==> config.mk <==
export PLATFORM = sky130hd
export DESIGN_NAME = hpm_seq
export DESIGN_NICKNAME = d
export VERILOG_FILES = /design/src/rtl/hpm_pkg.sv /design/src/rtl/hpm_cycle_cnt.sv /design/src/rtl/hpm_half_mux.sv /design/src/rtl/hpm_seq.sv
export SDC_FILE = /design/constraint.sdc
export NUM_CORES = 1
export LEC_CHECK = 0
export BUFFER_PORTS_ARGS = -buffer_cell sky130_fd_sc_hd__clkbuf_2
export CORE_ASPECT_RATIO = 1.1
export CORE_UTILIZATION = 49
export CTS_CLUSTER_DIAMETER = 80
export CTS_CLUSTER_SIZE = 25
export DETAILED_ROUTE_END_ITERATION = 8
export PLACE_DENSITY = 0.76
export SLEW_MARGIN = 20
export SYNTH_ARGS = -nofsm -noshare
export SYNTH_HDL_FRONTEND = slang
export SYNTH_SLANG_ARGS = --single-unit
==> constraint.sdc <==
create_clock -name clk -period 1.92 [get_ports clk]
set_clock_uncertainty 0.2 [all_clocks]
set_input_delay 0.192 -clock clk [delete_from_list [all_inputs] [get_ports clk]]
set_output_delay 0.192 -clock clk [all_outputs]
set_load 0.01 [all_outputs]
==> src/rtl/hpm_pkg.sv <==
package hpm_pkg;

    typedef enum logic [2:0] {
        OP_CTRL  = 3'd0,
        OP_ADDR  = 3'd1,
        OP_WRITE = 3'd2,
        OP_READ  = 3'd3,
        OP_BURST = 3'd4
    } op_e;

    typedef enum logic [1:0] {
        PH_IDLE,
        PH_SETUP,
        PH_STROBE,
        PH_WAIT
    } phase_e;

    localparam logic [1:0] SEL_CTRL = 2'b00;
    localparam logic [1:0] SEL_ADDR = 2'b01;
    localparam logic [1:0] SEL_INC  = 2'b10;
    localparam logic [1:0] SEL_DATA = 2'b11;

endpackage

==> src/rtl/hpm_cycle_cnt.sv <==
module hpm_cycle_cnt #(
    parameter int MAX = 64,
    parameter int W   = 7
) (
    input  logic         clk,
    input  logic         rst_n,
    input  logic         clr,
    output logic [W-1:0] cnt
);
    logic [W-1:0] cnt_d, cnt_q;

    always_comb begin
        cnt_d = cnt_q;
        if (clr)
            cnt_d = '0;
        else if (cnt_q != W'(MAX))
            cnt_d = cnt_q + 1'b1;
    end

    always_ff @(posedge clk or negedge rst_n) begin
        if (!rst_n) cnt_q <= '0;
        else        cnt_q <= cnt_d;
    end

    assign cnt = cnt_q;
endmodule

==> src/rtl/hpm_half_mux.sv <==
module hpm_half_mux #(
    parameter int HALF_W = 16
) (
    input  logic [2*HALF_W-1:0] word,
    input  logic                low_first,
    input  logic                second,
    output logic                pick_high,
    output logic [HALF_W-1:0]   half
);
    assign pick_high = (second == low_first);
    assign half      = pick_high ? word[2*HALF_W-1:HALF_W] : word[HALF_W-1:0];
endmodule

==> src/rtl/hpm_seq.sv <==
module hpm_seq #(
    parameter int HALF_W         = 16,
    parameter int LEN_W          = 8,
    parameter int STROBE_CYCLES  = 2,
    parameter int TIMEOUT_CYCLES = 64
) (
    input  logic                clk,
    input  logic                rst_n,
    input  logic                cmd_valid,
    output logic                cmd_ready,
    input  logic [2:0]          cmd_op,
    input  logic [2*HALF_W-1:0] cmd_data,
    input  logic [LEN_W-1:0]    cmd_len,
    output logic [1:0]          hp_sel,
    output logic                hp_rnw,
    output logic                hp_half,
    output logic                hp_strobe_n,
    output logic                hp_drive,
    output logic [HALF_W-1:0]   hp_wdata,
    input  logic [HALF_W-1:0]   hp_rdata,
    input  logic                hp_busy,
    output logic                res_valid,
    output logic [2*HALF_W-1:0] res_data,
    output logic                err_timeout
);
    import hpm_pkg::*;

    localparam int WORD_W  = 2 * HALF_W;
    localparam int CNT_MAX = (STROBE_CYCLES > TIMEOUT_CYCLES) ? STROBE_CYCLES : TIMEOUT_CYCLES;
    localparam int CNT_W   = $clog2(CNT_MAX + 1);

    typedef struct packed {
        phase_e              phase;
        logic [1:0]          sel;
        logic                rnw;
        logic                second;
        logic                low_first;
        logic [WORD_W-1:0]   word;
        logic [LEN_W-1:0]    left;
        logic                res_valid;
        logic [WORD_W-1:0]   res_data;
        logic                err;
    } seq_t;

    seq_t d, q;

    logic [CNT_W-1:0]  cnt;
    logic              cnt_clr;
    logic              pick_high;
    logic [HALF_W-1:0] out_half;
    logic [WORD_W-1:0] merged;
    logic              timed_out;
    logic              strobe_done;

    hpm_cycle_cnt #(.MAX(CNT_MAX), .W(CNT_W)) u_cnt (
        .clk   (clk),
        .rst_n (rst_n),
        .clr   (cnt_clr),
        .cnt   (cnt)
    );

    hpm_half_mux #(.HALF_W(HALF_W)) u_mux (
        .word      (q.word),
        .low_first (q.low_first),
        .second    (q.second),
        .pick_high (pick_high),
        .half      (out_half)
    );

    assign timed_out   = hp_busy && (cnt == CNT_W'(TIMEOUT_CYCLES - 1));
    assign strobe_done = (cnt == CNT_W'(STROBE_CYCLES - 1));
    assign merged      = pick_high ? {hp_rdata, q.word[HALF_W-1:0]}
                                   : {q.word[WORD_W-1:HALF_W], hp_rdata};

    always_comb begin
        d           = q;
        d.res_valid = 1'b0;
        d.err       = 1'b0;
        unique case (q.phase)
            PH_IDLE: begin
                if (cmd_valid) begin
                    d.second = 1'b0;
                    d.left   = '0;
                    d.word   = cmd_data;
                    d.phase  = PH_SETUP;
                    case (op_e'(cmd_op))
                        OP_CTRL: begin
                            d.sel       = SEL_CTRL;
                            d.rnw       = 1'b0;
                            d.word      = {cmd_data[HALF_W-1:0], cmd_data[HALF_W-1:0]};
                            d.low_first = cmd_data[0];
                        end
                        OP_ADDR: begin
                            d.sel = SEL_ADDR;
                            d.rnw = 1'b0;
                        end
                        OP_WRITE: begin
                            d.sel = SEL_DATA;
                            d.rnw = 1'b0;
                        end
                        OP_READ: begin
                            d.sel = SEL_DATA;
                            d.rnw = 1'b1;
                        end
                        OP_BURST: begin
                            d.sel  = SEL_INC;
                            d.rnw  = 1'b1;
                            d.left = cmd_len;
                        end
                        default: d.phase = PH_IDLE;
                    endcase
                end
            end
            PH_SETUP: begin
                if (timed_out) begin
                    d.err   = 1'b1;
                    d.phase = PH_IDLE;
                end else if (!hp_busy) begin
                    d.phase = PH_STROBE;
                end
            end
            PH_STROBE: begin
                if (strobe_done) d.phase = PH_WAIT;
            end
            PH_WAIT: begin
                if (timed_out) begin
                    d.err   = 1'b1;
                    d.phase = PH_IDLE;
                end else if (!hp_busy) begin
                    if (q.rnw) d.word = merged;
                    if (!q.second) begin
                        d.second = 1'b1;
                        d.phase  = PH_SETUP;
                    end else begin
                        if (q.rnw) begin
                            d.res_valid = 1'b1;
                            d.res_data  = merged;
                        end
                        if (q.left != '0) begin
                            d.left   = q.left - 1'b1;
                            d.second = 1'b0;
                            d.phase  = PH_SETUP;
                        end else begin
                            d.phase = PH_IDLE;
                        end
                    end
                end
            end
            default: d.phase = PH_IDLE;
        endcase
    end

    assign cnt_clr = (d.phase != q.phase);

    always_ff @(posedge clk or negedge rst_n) begin
        if (!rst_n) begin
            q.phase     <= PH_IDLE;
            q.sel       <= SEL_CTRL;
            q.rnw       <= 1'b1;
            q.second    <= 1'b0;
            q.low_first <= 1'b0;
            q.word      <= '0;
            q.left      <= '0;
            q.res_valid <= 1'b0;
            q.res_data  <= '0;
            q.err       <= 1'b0;
        end else begin
            q <= d;
        end
    end

    assign cmd_ready   = (q.phase == PH_IDLE);
    assign hp_sel      = q.sel;
    assign hp_rnw      = q.rnw;
    assign hp_half     = q.second;
    assign hp_strobe_n = (q.phase != PH_STROBE);
    assign hp_drive    = !q.rnw && (q.phase != PH_IDLE);
    assign hp_wdata    = out_half;
    assign res_valid   = q.res_valid;
    assign res_data    = q.res_data;
    assign err_timeout = q.err;
endmodule

==> results of run 1 <==
area by class of cell:
| cell class | instances | area (um^2) | share of cell area, % |
|---|---|---|---|
| well taps | 120 | 150.1 | 2.165 |
| multi-input cells | 322 | 2621 | 37.80 |
| clock buffers | 9 | 123.9 | 1.786 |
| repair buffers | 224 | 1679 | 24.21 |
| flip-flops and latches | 88 | 2206 | 31.81 |
| clock inverters | 7 | 118.9 | 1.714 |
| inverters | 9 | 36.28 | 0.5232 |
repair_timing:
| action | CTS | global route |
|---|---|---|
| hold buffers | 42 | 0 |
| resized for setup | 13 | 27 |
| gates cloned | 1 | 1 |
| pin swaps | 2 | 15 |
| endpoints found under the setup margin | 27 | 67 |
| setup buffers | 7 | 9 |
| endpoints found under the hold margin | 139 | 0 |
flip-flops by register name, summed over array words and instances, names as in the netlist:
name	cells
err_timeout	1
hp_half	1
u_cnt.cnt	7
q	43
res_valid	1
hp_rnw	1
hp_sel	2
res_data	32
logic make-up (layout without fill, tap and decap cells):
logic type               after synthesis  count (layout)
flip-flops                            88              88
adder cells (fa/ha/maj)                4               4
AND/OR/NAND/NOR                       93              93
XOR/XNOR                               3               3
multiplexers                          73              73
buffers and inverters                 76             249
AO/OA/AOI/OAI                        149             149
how the worst max path moves through the flow:
stage / depth (start not counted) / to
floorplan: 7 / u_cnt.cnt[2]$_DFFE_PN0P_
global placement: 7 / u_cnt.cnt[3]$_DFFE_PN0P_
detailed placement: 7 / u_cnt.cnt[6]$_DFFE_PN0P_
CTS: 4 / hp_wdata[3]
global route: 4 / hp_wdata[1]
finish: 4 / hp_wdata[1]
per-layer routing:
metal / up-vias / track usage [%]
li1: 2117 / -
met1: 2184 / 33.73
met2: 178 / 43.41
met3: 26 / 4.872
met4: 0 / 8.403
met5: - / 0
cells in the mapped netlist (2+ instances only):
master     number
o21ai_2         2
o221ai_1        5
buf_1           2
ha_1            4
nor4_1          3
and2_1          2
mux2i_1        39
buf_2          19
nor2b_1         3
clkbuf_1       12
and4b_1         2
o2bb2ai_1      38
nand2_1         8
a22oi_1        35
nor3_1          5
nand3_1         3
or2_1           2
dfrtp_1        87
inv_1           8
mux2_2         34
nor3_2          2
xnor2_1         2
a21oi_1        38
buf_4          34
a31oi_1         3
o21a_1          4
or3b_2          2
o21ai_0        11
nand2b_1        6
o21bai_1        3
nor2_1         43
placed cells by master (no fill, tap or decap), drive strengths merged, types with 4 or more instances in the layout:
master       instances
o21ai               13
inv                 10
o221ai               5
ha                   4
buf                 63
nand2b               6
dlygate4sd3         42
nor3                 7
o21a                 4
a21oi               38
nand2                8
dfrtp               87
mux2i               39
a22oi               35
o2bb2ai             38
clkbuf             127
mux2                34
nor2                43
per-stage QoR:
stage	instance area (um^2)	instances	total power, mW	setup WS [ns]	setup TNS, ns
after global placement	5949	703	9.041	-0.0001327	-0.0001327
final	6935	779	12.16	-0.2347	-6.138
after floorplan	5107	486	7.333	-0.03174	-0.03837
after detailed placement	5949	703	9.228	-0.06166	-0.3631
after global routing	6935	779	12.83	-0.2920	-11.18
after CTS	6746	769	11.44	-0.2439	-3.804
power breakdown:
group          switching [mW]  internal, mW  leakage, nW
Sequential              0.652          2.62         1.13
Clock                   0.703         0.866        0.116
Combinational            3.47          3.84         2.00
worst min-delay path: cells and delay by family:
kind                   cells  cell delay, ns
buffers and inverters      1            0.13
AO/OA/AOI/OAI              1            0.08
multiplexers               1            0.14
==> results by group, run 1 <==
Timing
  • RSZ-0062 raised after global routing: yes
  • Max Freq: 0.4641 GHz
  • Slew @ Worst Pin: 0.4581 ns
  • Final Cycle Share: 112.2%
  • Worst slew margin relative to its limit: 69.29%
  • Setup slack after layout: -0.2347 ns
  • Final hold vios: 0
  • Min cycle time layout: around 2.2 ns
  • Final setup fails: 63
  • Final Max Tran Viols: 0
  • Hold slack: 0.01789 ns

GRT
  • Vias in the first global route: between 4k and 5k
  • Initial antenna violation count: 0
  • Grt total ovfl: 0
  • Gr usage total: 25.78%
  • First-pass GRT wire length: about 22000 um
  • Pin count of the biggest net entering global routing: 38

Yosys
  • Largest family of logic cells by synthesized area: compound AO/OA/AOI/OAI gates
  • Post-synth top area share: roughly 43%
  • Synth top area cells: dfrtp_1, mux2i_1, mux2_2
  • Syn_nets: 553
  • Synthesized cell area: 0.005089 mm^2
  • Complex-gate fraction of the synthesized area: 21.27%
  • Ys flop type: dfrtp_1
  • #FFs+latches synth: a little under 90
  • Synth Area in Adders: 0.9835%
  • Avg Cell Area, Syn: 10.47 um^2
  • Syn. warnings: 0
  • Post-synth EDFFs: 0
  • Synth Area in Simple Gates: 10.01%
  • Cell variety after synth: 56
  • Cell taking the most area after synthesis: dfrtp_1
  • Mux share of post-synthesis cell area: approximately 15%
  • Syn Inst Count: 486
  • Sequential share of the synthesized area: 43.30%
  • Ys async rst share: 100.0%
  • Xor and xnor area share after synthesis: less than 1%

Placed design
  • Post-DP HPWL: roughly 8800 um
  • GP Congestion: 0.8072
  • PortBufs: 119

Run status
  • Outcome: complete, but fails checks
  • Failing checks: negative setup slack

Routing
  • Drt pass-1 iters: 4
  • DR DRC count: 0
  • Total wire length: 14060 um
  • Met3 WL: between 600 and 700 um
  • Vias per cell: 5.783
  • Wl on met1: 6037 um
  • Average wire per standard cell: ~18 um
  • Met2 WL: 7011 um
  • Final ANT Viol Nets: 0
  • Via count: around 4.5k
  • Initial DRC count: 361
  • Max layer used: met4

Pwr
  • Static Leak: approximately 3.3 nW
  • Maximum vdd ir drop: 0.001148 V
  • Power Density: 1753 mW/mm^2

Final layout
  • Filler Cell Count: 731
  • Core Util, Final: 69.46%
  • Area grow syn2layout: 36.29%
  • Layout cells sized above 1: approximately 41%
  • Antenna diodes: 0
  • Final nets: around 700

Floorplanning
  • Die Ht: between 100 and 150 um
  • Io pins: 120
  • Cell Rows: 38
  • Die area: 0.01080 mm^2
  • Initial Utilization: 50.96%
  • Die width: between 90 and 100 um
  • Core Area: 0.009985 mm^2

Job
  • Max-Cap Viols: 0

Setup path
  • Critical Path RT: 1.53 ns
  • FF-to-FF path depth: 7
  • CP Cell Sequence: xnor2_4, buf_12, mux2_2, clkbuf_2
  • Critical Path AT: 1.76 ns
  • Worst setup startpoint: hp_half$_DFFE_PN0P_
  • Top delay family on crit path: flip-flops
  • R2r endpoint: q[72]$_DFFE_PN0P_
  • Critical Path End Type: output port
  • CP Max Fanout: 12
  • CP Class: reg -> out
  • Buf/Inv on CP: 2
  • Worst stage delay on the critical path: 0.45 ns
  • CP startpoint kind: flip-flop
  • Reg-to-Reg Start: hp_half$_DFFE_PN0P_
  • Slowest library cell on the worst path: dfrtp_2
  • R2r setup slk: -0.12 ns

Clock tree
  • Clock Tree Buf Depth: 2
  • Num CTS Buffers: 9
  • CTS tree: yes
  • Worst skew pair latency: 0.37 ns
  • CTS sink cnt: 88
  • Clock root cell: clkbuf_8
  • Worst-path clk slew: approximately 0.090 ns
  • H-tree level count: 3

Min path
  • Hold path endpoint: res_data[12]$_DFFE_PN0P_
  • Worst hold stages: 3
  • Hold Crit Class: in -> reg
  • Hold_sp: hp_rdata[12]
Note: power is estimated with default switching activity, not from simulation.
==> inputs of run 2 (changes only) <==
--- a/config.mk
+++ b/config.mk
@@ -7,10 +7,12 @@
 export LEC_CHECK = 0
 export BUFFER_PORTS_ARGS = -buffer_cell sky130_fd_sc_hd__clkbuf_2
 export CORE_ASPECT_RATIO = 1.1
+export CORE_MARGIN = 5
 export CORE_UTILIZATION = 49
 export CTS_CLUSTER_DIAMETER = 80
 export CTS_CLUSTER_SIZE = 25
 export DETAILED_ROUTE_END_ITERATION = 8
+export GPL_TIMING_DRIVEN = 0
 export PLACE_DENSITY = 0.76
 export SLEW_MARGIN = 20
 export SYNTH_ARGS = -nofsm -noshare
==> run 2 against run 1 <==
Net effect:
- the flow still finishes with violations (negative setup slack)
- register-to-register slack got worse by 0.10 ns
- critical path depth rose by 5
- worst setup slack improved by 0.014 ns
- global-route usage fell by 0.39 points
- first-iteration DRC count fell by 9.1%
- combinational power rose by 22%
- critical endpoint is now q[67]$_DFFE_PN0P_
- largest power group unchanged
==> results by group, run 2 (synthesis results as in run 1) <==
Setup path
  • CP startpoint kind: flip-flop
  • CP Cell Sequence: xnor2_4, buf_6, buf_6, buf_6, nor3b_4, buf_6, buf_8, a22oi_2, o2bb2ai_1
  • Worst stage delay on the critical path: ~0.44 ns
  • Critical Path AT: between 2 and 2.5 ns
  • Critical Path End Type: flip-flop
  • FF-to-FF path depth: 9
  • R2r setup slk: -0.22 ns
  • Reg-to-Reg Start: q[74]$_DFFE_PN0P_
  • CP Class: reg -> reg
  • Buf/Inv on CP: 5
  • Critical Path RT: 1.97 ns
  • Top delay family on crit path: buffers and inverters
  • Slowest library cell on the worst path: dfrtp_2
  • CP Max Fanout: 5
  • R2r endpoint: q[67]$_DFFE_PN0P_
  • Critical path's most frequent cell: buf_6

Clock tree
  • CTS sink cnt: 88
  • H-tree level count: 3
  • CTS tree: yes
  • Num CTS Buffers: 9
  • Worst skew pair latency: 0.36 ns
  • Worst-path clk slew: 0.07 ns
  • Clock Tree Buf Depth: 2
  • Clock root cell: clkbuf_16

Min path
  • Hold path endpoint: res_data[23]$_DFFE_PN0P_
  • Hold_sp: hp_rdata[7]
  • Worst hold stages: 3
  • Hold Crit Class: in -> reg

Floorplanning
  • Cell Rows: 39
  • Core Area: ~0.010 mm^2
  • Initial Utilization: 49.42%
  • Die Ht: 116.9 um
  • Io pins: 120
  • Die area: 0.01253 mm^2
  • Die width: 107.2 um

Final layout
  • Max reg flops: 43
  • Biggest register: q
  • Antenna diodes: 0
  • Layout cells sized above 1: between 50% and 60%
  • Commonest non-fill, non-tap cell in the layout: clkbuf_2
  • Layout Cells excl Fill: about 830
  • Final nets: between 700 and 800
  • Area grow syn2layout: 50.09%
  • Commonest cells after routing, fill and taps aside: clkbuf_2, dfrtp_1, buf_4

GRT
  • Grt total ovfl: 0
  • Pin count of the biggest net entering global routing: around 90
  • Initial antenna violation count: 0
  • Gr usage total: 25.39%
  • First-pass GRT wire length: 24760 um
  • Vias in the first global route: 4790

Routing
  • Drt pass-1 iters: 5
  • DR DRC count: 0
  • Vias per cell: 5.958
  • Initial DRC count: 328
  • Final ANT Viol Nets: 0
  • Total wire length: between 15000 and 20000 um
  • Average wire per standard cell: 21.53 um
  • Via count: 4933

Timing
  • Max Freq: 0.4670 GHz
  • Final setup fails: 59
  • Worst slew margin relative to its limit: 52.55%
  • Setup slack after layout: -0.2211 ns
  • Final hold vios: 0
  • Min cycle time layout: roughly 2.1 ns
  • Final Cycle Share: 111.5%
  • Final Max Tran Viols: 0
  • Slew @ Worst Pin: 0.7118 ns
  • RSZ-0062 raised after global routing: yes

Placed design
  • Placed insts: 747
  • GP Congestion: 0.8591
  • Pre-CTS setup slack: -0.4954 ns
  • PortBufs: 118
  • Post-DP HPWL: 10070 um

Run status
  • Failing checks: negative setup slack
  • Outcome: complete, but fails checks

Pwr
  • Power Density: 1837 mW/mm^2
  • Static Leak: 3.513 nW
  • Maximum vdd ir drop: between 0.001 and 0.0015 V

Job
  • Max-Cap Viols: 0
## run 2: report_power, final
| group | internal [mW] | switching (mW) | total (mW) |
|---|---|---|---|
| Clock | 0.889 | 0.823 | 1.71 |
| Sequential | 2.63 | 0.728 | 3.35 |
| Combinational | 4.75 | 4.22 | 8.96 |
| Total | 8.26 | 5.77 | 14.0 |
## run 2: timing repair
action	CTS	global route
cloned	3	2
endpoints found under the hold margin	114	0
buffers inserted	28	9
gates resized for setup	98	105
hold buffers	30	0
endpoints found under the setup margin	99	96
pin swaps	31	14
## run 2: layout make-up
| class | instances | area, um^2 |
|---|---|---|
| buffer | 61 | 510.5 |
| clock buffer | 9 | 225.2 |
| clock inverter | 7 | 56.30 |
| fill | 633 | 2659 |
| inverter | 9 | 38.79 |
| multi-input combinational | 324 | 3020 |
| sequential | 88 | 2207 |
| tap | 143 | 178.9 |
| timing repair buffer | 187 | 1400 |
## run 2: per-stage QoR
stage                     TNS [ns]  hold slack, ns  power, mW  util (%)  area [um^2]
final                       -8.131        0.002032      14.03     74.18         7637
after global routing        -11.54        0.008925      14.65     74.18         7637
after CTS                   -4.837       0.0002143      12.45     68.98         7102
after detailed placement    -26.02          0.1060      9.103     57.16         5886
after global placement      -71.33          0.2625      8.938     57.08         5877
after floorplan           -0.03837         -0.3036      7.333         -         5107
## run 2: worst max path at each step
stage,startpoint,to,depth (start not counted)
floorplan,q[35]$_DFFE_PN0P_,u_cnt.cnt[2]$_DFFE_PN0P_,7
global placement,rst_n,res_data[25]$_DFFE_PN0P_,1
detailed placement,cmd_op[1],q[68]$_DFFE_PN0P_,6
CTS,q[74]$_DFFE_PN0P_,hp_wdata[2],5
global route,q[74]$_DFFE_PN0P_,q[67]$_DFFE_PN0P_,9
finish,q[74]$_DFFE_PN0P_,q[67]$_DFFE_PN0P_,9
## run 2: worst min-delay path, cell delays in order
cell	delay [ns]
clkbuf_2	0.12
mux2i_1	0.13
a21oi_1	0.08
## run 2: routing by layer
metal	vias up	global-route usage (%)	routed length, um
met2	273	44.64	9215
met1	2436	31.20	6563
met5	-	0	0
met3	57	3.785	1269
li1	2167	-	-
met4	0	11.08	775
==> inputs of run 3 (changes only) <==
--- a/config.mk
+++ b/config.mk
@@ -14,6 +14,7 @@
 export DETAILED_ROUTE_END_ITERATION = 8
 export GPL_TIMING_DRIVEN = 0
 export PLACE_DENSITY = 0.76
+export RECOVER_POWER = 100
 export SLEW_MARGIN = 20
 export SYNTH_ARGS = -nofsm -noshare
 export SYNTH_HDL_FRONTEND = slang
==> run 3 against run 2 <==
Net effect:
- the flow still finishes with violations (negative setup slack)
- largest power group unchanged
- sequential share of layout area increased by 0.20 points
- die area unchanged
- sequential cell count unchanged
- wire length barely moved
- first-iteration DRC count is 7.6% higher
- worst setup slack lost 0.0028 ns
- count of clock-buffer cells in the layout is the same
- worst hold slack better by 0.00052 ns
==> results by group, run 3 (synthesis results as in run 1) <==
Run status
  • Outcome: complete, but fails checks
  • Failing checks: negative setup slack

Routing
  • Vias per cell: between 5 and 6
  • Total wire length: roughly 18000 um
  • Average wire per standard cell: 21.53 um
  • Drt pass-1 iters: 5
  • Initial DRC count: 353
  • DR DRC count: 0
  • Final ANT Viol Nets: 0
  • Via count: 4910

Setup path
  • CP startpoint kind: flip-flop
  • FF-to-FF path depth: 9
  • CP Cell Sequence: xnor2_4, buf_6, buf_6, buf_6, nor3b_4, buf_6, buf_8, a22oi_2, o2bb2ai_1
  • Slowest library cell on the worst path: dfrtp_2
  • R2r setup slk: -0.22 ns
  • Critical path's most frequent cell: buf_6
  • CP Class: reg -> reg
  • Critical Path RT: around 2.0 ns
  • Critical Path End Type: flip-flop
  • Reg-to-Reg Start: q[74]$_DFFE_PN0P_
  • Critical Path AT: 2.19 ns
  • Worst stage delay on the critical path: roughly 0.44 ns
  • CP Max Fanout: 5
  • R2r endpoint: q[67]$_DFFE_PN0P_

Final layout
  • Design area: 0.007586 mm^2
  • Biggest register: q
  • Antenna diodes: 0
  • Layout cells sized above 1: 46.72%
  • Layout Cells excl Fill: 828
  • FF/Latch Area: 0.002207 mm^2
  • Max reg flops: 43
  • Core Util, Final: about 74%
  • Final nets: 747
  • Filler Cell Count: 656
  • Area occupied by multi-input gates: 0.003020 mm^2
  • Area grow syn2layout: 49.08%
  • Commonest non-fill, non-tap cell in the layout: dfrtp_1
  • Commonest cells after routing, fill and taps aside: dfrtp_1, clkbuf_2, buf_4

Timing
  • Final hold vios: 0
  • RSZ-0062 raised after global routing: yes
  • Final Max Tran Viols: 0
  • Max Freq: 0.4664 GHz
  • Setup TNS Final: -8.195 ns
  • Min cycle time layout: 2.144 ns
  • Slew @ Worst Pin: 1.214 ns
  • Final Cycle Share: 111.7%
  • Setup slack after layout: -0.2239 ns
  • Final setup fails: 59
  • Worst slew margin relative to its limit: 19.09%

Pwr
  • Combinational share of power: 63.6%
  • Maximum vdd ir drop: 0.001227 V
  • P_sw: roughly 5.8 mW
  • PnR Total Power: approximately 14 mW
  • Static Leak: approximately 3.4 nW
  • Sw Share: 41.35%
  • Int Pwr: 8.173 mW
  • Clk pwr share: between 10% and 20%
  • Sequential power share: 24.1%
  • Power Density: 1837 mW/mm^2

Clock tree
  • Clock Tree Buf Depth: 2
  • Num CTS Buffers: 9
  • Worst skew pair latency: between 0.3 and 0.4 ns
  • CTS sink cnt: 88
  • Clock root cell: clkbuf_16
  • CTS tree: yes
  • H-tree level count: 3
  • Worst-path clk slew: 0.08 ns

Floorplanning
  • Core Area: 0.01030 mm^2
  • Die area: 0.01253 mm^2
  • Die Ht: 116.9 um
  • Initial Utilization: 49.42%
  • Cell Rows: 39
  • Die width: 107.2 um
  • Io pins: 120

Min path
  • Hold Crit Class: in -> reg
  • Worst hold stages: 3
  • Hold_sp: hp_rdata[7]
  • Hold path endpoint: res_data[23]$_DFFE_PN0P_

GRT
  • Initial antenna violation count: 0
  • Grt total ovfl: 0
  • First-pass GRT wire length: approximately 25000 um
  • Pin count of the biggest net entering global routing: 89
  • Vias in the first global route: 4790
  • Gr usage total: 25.39%

Placed design
  • GP Congestion: 0.8591
  • Area after DPL: 0.005886 mm^2
  • PortBufs: 118
  • Post-DP HPWL: 10070 um
  • Placed insts: 747

Job
  • Max-Cap Viols: 0
run 3: how the worst max path moves through the flow:
stage               depth (start not counted)                       end  slack (ns)               from
finish                                      9         q[67]$_DFFE_PN0P_       -0.22  q[74]$_DFFE_PN0P_
global route                                9         q[67]$_DFFE_PN0P_       -0.29  q[74]$_DFFE_PN0P_
CTS                                         5               hp_wdata[2]       -0.16  q[74]$_DFFE_PN0P_
detailed placement                          6         q[68]$_DFFE_PN0P_       -0.50          cmd_op[1]
global placement                            1  res_data[25]$_DFFE_PN0P_       -0.57              rst_n
floorplan                                   7  u_cnt.cnt[2]$_DFFE_PN0P_       -0.03  q[35]$_DFFE_PN0P_
run 3: cell type report:
type | instances | area share, %
Clock inverter | 7 | 0.7422
Timing Repair Buffer | 187 | 17.78
Sequential cell | 88 | 29.09
Multi-Input combinational cell | 324 | 39.82
Inverter | 9 | 0.5113
Clock buffer | 9 | 2.969
Tap cell | 143 | 2.359
Buffer | 61 | 6.729
run 3: repair_timing:
| item | 4_1_cts | 5_1_grt |
|---|---|---|
| resized for setup | 98 | 105 |
| hold buffers | 30 | 0 |
| hold endpoints to repair | 114 | 0 |
| pin swaps | 31 | 14 |
| setup endpoints to repair | 99 | 96 |
| setup buffers | 28 | 9 |
| cloned | 3 | 2 |
run 3: power by group through the flow:
stage / combinational, mW / clock (mW) / sequential, mW
final: 8.87 / 1.71 / 3.36
after global routing: 9.32 / 1.81 / 3.43
after CTS: 7.54 / 1.70 / 3.21
after detailed placement: 5.87 / 0 / 3.23
after global placement: 5.75 / 0 / 3.19
after floorplan: 4.26 / 0 / 3.07
run 3: critical path, delay by kind of cell (launching register included):
| kind | cells | cell delay (ns) |
|---|---|---|
| AO/OA/AOI/OAI | 2 | 0.27 |
| flip-flops | 1 | 0.44 |
| AND/OR/NAND/NOR | 1 | 0.28 |
| XOR/XNOR | 1 | 0.20 |
| buffers and inverters | 5 | 0.66 |
run 3: through the flow:
stage,hold WS [ns],worst slack (ns)
CTS,0.0002143,-0.1632
global route,0.008925,-0.2878
finish,0.002550,-0.2239
detailed placement,0.1060,-0.4954
global placement,0.2625,-0.5693
floorplan,-0.3036,-0.03174
run 3: per-layer routing:
layer  global-route usage (%)  share of wire, %  vias up
li1                         -                 -     2168
met1                    31.20                37     2417
met2                    44.64                52      274
met3                    3.785               7.0       51
met4                    11.08               4.0        0
met5                        0                 0        -
